$ cat src/rtl/rn_pkg.sv
package rn_pkg;
    parameter int unsigned RN_ARCH_REGS = 8;
    parameter int unsigned RN_PHYS_REGS = 16;

    // free-list operation selected from {push, pop}
    typedef enum logic [1:0] {
        FL_IDLE = 2'b00,
        FL_POP  = 2'b01,
        FL_PUSH = 2'b10,
        FL_BOTH = 2'b11
    } fl_op_e;
endpackage

$ cat src/rtl/rn_map_table.sv
module rn_map_table #(
    parameter int unsigned ARCH = 8,
    parameter int unsigned PHYS = 16,
    localparam int unsigned AW = $clog2(ARCH),
    localparam int unsigned PW = $clog2(PHYS)
) (
    input  logic          clk,
    input  logic          rst_n,
    input  logic [AW-1:0] rd_a_idx,
    input  logic [AW-1:0] rd_b_idx,
    input  logic [AW-1:0] rd_c_idx,
    output logic [PW-1:0] rd_a_phys,
    output logic [PW-1:0] rd_b_phys,
    output logic [PW-1:0] rd_c_phys,
    input  logic          wr_en,
    input  logic [AW-1:0] wr_idx,
    input  logic [PW-1:0] wr_phys
);
    typedef struct packed {
        logic [ARCH-1:0][PW-1:0] ent;
    } map_state_t;

    map_state_t state_d, state_q;

    always_comb begin
        state_d = state_q;
        if (wr_en) begin
            state_d.ent[wr_idx] = wr_phys;
        end
    end

    always_ff @(posedge clk) begin
        if (!rst_n) begin
            for (int i = 0; i < int'(ARCH); i++) begin
                state_q.ent[i] <= PW'(i);
            end
        end else begin
            state_q <= state_d;
        end
    end

    // reads see the table before this cycle's write
    assign rd_a_phys = state_q.ent[rd_a_idx];
    assign rd_b_phys = state_q.ent[rd_b_idx];
    assign rd_c_phys = state_q.ent[rd_c_idx];
endmodule

$ cat src/rtl/rn_free_list.sv
module rn_free_list #(
    parameter int unsigned ARCH = 8,
    parameter int unsigned PHYS = 16,
    localparam int unsigned DEPTH = PHYS - ARCH,
    localparam int unsigned IW = $clog2(DEPTH),
    localparam int unsigned CW = $clog2(DEPTH + 1),
    localparam int unsigned PW = $clog2(PHYS)
) (
    input  logic          clk,
    input  logic          rst_n,
    input  logic          pop,
    input  logic          push,
    input  logic [PW-1:0] push_phys,
    output logic [PW-1:0] head_phys,
    output logic [CW-1:0] count
);
    import rn_pkg::*;

    typedef struct packed {
        logic [DEPTH-1:0][PW-1:0] slot;
        logic [IW-1:0]            rd;
        logic [IW-1:0]            wr;
        logic [CW-1:0]            cnt;
    } fl_state_t;

    fl_state_t state_d, state_q;
    fl_op_e    op;

    function automatic logic [IW-1:0] step_ptr(input logic [IW-1:0] p);
        return (p == IW'(DEPTH - 1)) ? '0 : p + 1'b1;
    endfunction

    always_comb begin
        state_d = state_q;
        op      = fl_op_e'({push, pop});
        case (op)
            FL_POP: begin
                state_d.rd  = step_ptr(state_q.rd);
                state_d.cnt = state_q.cnt - 1'b1;
            end
            FL_PUSH: begin
                state_d.slot[state_q.wr] = push_phys;
                state_d.wr  = step_ptr(state_q.wr);
                state_d.cnt = state_q.cnt + 1'b1;
            end
            FL_BOTH: begin
                state_d.slot[state_q.wr] = push_phys;
                state_d.wr = step_ptr(state_q.wr);
                state_d.rd = step_ptr(state_q.rd);
            end
            default: ;
        endcase
    end

    always_ff @(posedge clk) begin
        if (!rst_n) begin
            for (int k = 0; k < int'(DEPTH); k++) begin
                state_q.slot[k] <= PW'(ARCH + k);
            end
            state_q.rd  <= '0;
            state_q.wr  <= '0;
            state_q.cnt <= CW'(DEPTH);
        end else begin
            state_q <= state_d;
        end
    end

    assign head_phys = state_q.slot[state_q.rd];
    assign count     = state_q.cnt;
endmodule

$ cat src/rtl/rn_rename.sv
module rn_rename #(
    parameter int unsigned ARCH_REGS = rn_pkg::RN_ARCH_REGS,
    parameter int unsigned PHYS_REGS = rn_pkg::RN_PHYS_REGS,
    localparam int unsigned AW = $clog2(ARCH_REGS),
    localparam int unsigned PW = $clog2(PHYS_REGS),
    localparam int unsigned DEPTH = PHYS_REGS - ARCH_REGS,
    localparam int unsigned CW = $clog2(DEPTH + 1)
) (
    input  logic          clk,
    input  logic          rst_n,
    input  logic          in_valid,
    output logic          in_ready,
    input  logic [AW-1:0] in_src1,
    input  logic [AW-1:0] in_src2,
    input  logic          in_has_dst,
    input  logic [AW-1:0] in_dst,
    output logic [PW-1:0] ren_psrc1,
    output logic [PW-1:0] ren_psrc2,
    output logic [PW-1:0] ren_pdst,
    output logic [PW-1:0] ren_prev_pdst,
    input  logic          rel_valid,
    input  logic [PW-1:0] rel_preg
);
    logic [CW-1:0] free_cnt;
    logic [PW-1:0] free_head;
    logic          take;

    // stall decision uses registered occupancy only: no release bypass
    assign in_ready = !in_has_dst || (free_cnt != '0);
    assign take     = in_valid && in_ready && in_has_dst;
    assign ren_pdst = free_head;

    rn_map_table #(.ARCH(ARCH_REGS), .PHYS(PHYS_REGS)) u_map (
        .clk       (clk),
        .rst_n     (rst_n),
        .rd_a_idx  (in_src1),
        .rd_b_idx  (in_src2),
        .rd_c_idx  (in_dst),
        .rd_a_phys (ren_psrc1),
        .rd_b_phys (ren_psrc2),
        .rd_c_phys (ren_prev_pdst),
        .wr_en     (take),
        .wr_idx    (in_dst),
        .wr_phys   (free_head)
    );

    rn_free_list #(.ARCH(ARCH_REGS), .PHYS(PHYS_REGS)) u_free (
        .clk       (clk),
        .rst_n     (rst_n),
        .pop       (take),
        .push      (rel_valid),
        .push_phys (rel_preg),
        .head_phys (free_head),
        .count     (free_cnt)
    );
endmodule

$ cat config.mk
export PLATFORM = sky130hd
export DESIGN_NAME = rn_rename
export DESIGN_NICKNAME = d
export VERILOG_FILES = /design/src/rtl/rn_pkg.sv /design/src/rtl/rn_map_table.sv /design/src/rtl/rn_free_list.sv /design/src/rtl/rn_rename.sv
export SDC_FILE = /design/constraint.sdc
export NUM_CORES = 1
export LEC_CHECK = 0
export BUFFER_PORTS_ARGS = -buffer_cell sky130_fd_sc_hd__buf_2
export CAP_MARGIN = 20
export CORE_ASPECT_RATIO = 1.75
export CORE_MARGIN = 2
export CORE_UTILIZATION = 45
export DETAILED_ROUTE_END_ITERATION = 12
export PLACE_DENSITY = 0.62
export REMOVE_ABC_BUFFERS = 1
export SLEW_MARGIN = 20
export SYNTH_ARGS = -nofsm -noshare
export SYNTH_HDL_FRONTEND = slang
export SYNTH_SLANG_ARGS = --single-unit
$ cat constraint.sdc
create_clock -name clk -period 3.6 [get_ports clk]
set_clock_uncertainty 0.15 [all_clocks]
set_input_delay 0.18 -clock clk [delete_from_list [all_inputs] [get_ports clk]]
set_output_delay 0.18 -clock clk [all_outputs]
set_load 0.02 [all_outputs]
==> results.txt <==
number of post-CTS setup repair buffers: 0
Cell Area, Synth: 0.00397 mm²
min-delay src: rel_preg[1]
final hold vios: 0
DP Area: 0.00421 mm²
fmax: 338 MHz
effective utilization at floorplan: 0.461
die area: 0.00962 mm²
Worst EP arrival: 3030 ps
Ys Warns: 0
Worst setup EP type: register
Max-cap violations: 0
first-pass GRT wire length: 15,100 µm
Total Power: 0.00203 W
post-synth top area share: 0.373
root buffer cell: clkbuf_16
fin crit period: 2960 ps
register area: 0.00148 mm²
die height: 128 µm
CP startpoint kind: register
pin count of the biggest net entering global routing: 62
worst skew pair latency: 340 ps
clock-pin slew on the worst setup and hold paths: 50 ps
post-synth top area cell: dfxtp_1
final setup TNS: 0 ps
asr flop ratio synth: 0
PostCTS Resize Cnt: 0
Die X-Extent: 75.0 µm
Post-Syn Instances: 393
Post-Route WL: 9380 µm
nets@finish: 444
Detail Route Antenna Nets: 0
initial antenna violation count: 0
Post-synth EDFFs: 0
post-DP HPWL: 6780 µm
final setup fails: 0
RSZ-0062 raised after global routing: false
IO Pins: 35
Hold Buf Count CTS: 0
Worst Path Max Fanout: 10
multi-input logic area: 0.00234 mm²
WHS Path Cells: 3
Via density: 5.57
register area share after synthesis: 0.373
router iterations before antenna repair: 4
DRC viols: 0
Inserted Clock Buffers: 9
# fillers: 798
Pwr Density: 453 mW/mm²
GRT Total Usage: 0.212
Worst Path Required: 3680 ps
Synth area leaders: dfxtp_1 37%, mux4_2 16%, mux2i_1 10%, nand2_1 5.3%, mux2_2 4.3%
Max Slew Vio Count: 0
placed insts: 522
vias in the first global route: 2,905
synthesized area per cell: 10.1 µm²
max_slew headroom: 0.326
total of flip-flops plus latches after synthesis: 74
R2R depth: 9
routed len/inst: 17.5 µm
CTS tree: built
GP Congestion: 0.775
clk buf depth: 2
worst slew pin tran: 1010 ps
drt initial violations: 191
Rows: 45
unique cell type count in the Yosys netlist: 40
Final Cycle Share: 0.822
GRT overflow: 0
routed via count: 2,981
Antenna Cells: 0
Hold WC Path Type: input pin to register
Core Box Area: 0.00861 mm²
I/O Buffers: 34
clock sinks: 74
status: finished clean
Setup CP Type: register to register
Layout Area Growth over Synthesis: 12.7%
final non-filler cell total: 535
Clock H-tree levels: 3
layout cell share with drive strength beyond 1: 0.249
leakage: 1.67 nW
RR Startpoint: u_free.count[0]
Most used DFF post-synth: dfxtp_1
crit path launch: u_free.count[0]
post-route design area: 0.00447 mm²
Max VDD drop: 302 µV
metrics by stage:
stage                util  hold WS, ps  worst slack (ps)
floorplan               -         91.9               875
finish              0.519         24.5               642
detailed placement  0.489          308               642
global placement    0.489          297               714
CTS                 0.519         17.6               619
global route        0.519         42.5               423
sequential cells by signal, indices dropped and copies added, names as in the netlist:
signal	flops
u_free.count	4
u_free.state_q	38
u_map.state_q	32
worst paths after layout:
check / end / slack, ps
worst max-delay path: u_free.count[3] / 640
worst max register to register: u_free.count[3] / 640
worst min-delay path: u_free.state_q[31] / 20
worst min register to register: u_free.state_q[35] / 320
synthesized netlist by cell type (all sizes together) (2+ instances only):
master	instances
a21boi	5
a21oi	13
and2	3
buf	7
clkbuf	21
dfxtp	74
ha	9
inv	7
mux2	15
mux2i	40
mux4	28
nand2	56
nand2b	5
nand3	21
nor2	7
nor2b	14
nor3	12
nor4	3
o211ai	2
o21ai	34
o22ai	2
or2	2
xnor2	2
power by group:
part / internal (W) / switching [W] / total (W) / leakage (nW)
Clock: 0.000493 / 0.000317 / 0.000810 / 0.128
Sequential: 0.000852 / 0.0000422 / 0.000895 / 0.601
Combinational: 0.000142 / 0.000180 / 0.000322 / 0.944
Total: 0.00149 / 0.000539 / 0.00203 / 1.67
area by class of cell:
class                      count  share of cell area
clock buffer                  13              0.0582
inverter                       7             0.00587
multi-input combinational    284               0.524
sequential                    74               0.331
tap                          117              0.0327
timing repair buffer          40              0.0481
worst max-delay path, cell delays in order, from the launching register on:
cell	delay [ps]
dfxtp_1	370
nor4_4	580
or2_2	230
ha_1	230
inv_1	120
ha_1	340
a21oi_1	200
a211oi_1	100
a31oi_1	170
mux2_2	340
metal layers:
| metal | vias up | global-route usage | wire, µm |
|---|---|---|---|
| li1 | 1466 | - | - |
| met1 | 1435 | 0.230 | 3610 |
| met2 | 67 | 0.390 | 5250 |
| met3 | 13 | 0.0409 | 312 |
| met4 | 0 | 0.0809 | 201 |
| met5 | - | 0 | 0 |
logic make-up (layout without fill, tap and decap cells):
group | Yosys count | after routing | share of synthesized area
flip-flops | 74 | 74 | 0.373
AO/OA/AOI/OAI | 61 | 61 | 0.0851
XOR/XNOR | 2 | 2 | 0.00441
AND/OR/NAND/NOR | 128 | 128 | 0.165
adder cells (fa/ha/maj) | 10 | 10 | 0.0334
multiplexers | 83 | 83 | 0.302
buffers and inverters | 35 | 60 | 0.0365
cells in the final DEF (no fill, tap or decap), types with 2 or more instances in the layout:
master / instances
clkbuf_16: 9
dfxtp_1: 74
nor3_2: 6
nor3_1: 6
ha_1: 9
inv_1: 7
nand2b_1: 5
buf_2: 34
clkbuf_1: 2
a21oi_1: 13
xnor2_1: 2
or2_2: 2
mux2i_1: 40
and2_1: 3
o211ai_1: 2
mux2_2: 15
buf_4: 6
nor2_1: 7
nand3_1: 21
a21boi_0: 5
nor2b_1: 14
nand2_1: 56
o21ai_0: 33
clkbuf_8: 2
mux4_2: 28
o22ai_1: 2
Power figures use the tool's default switching activity.
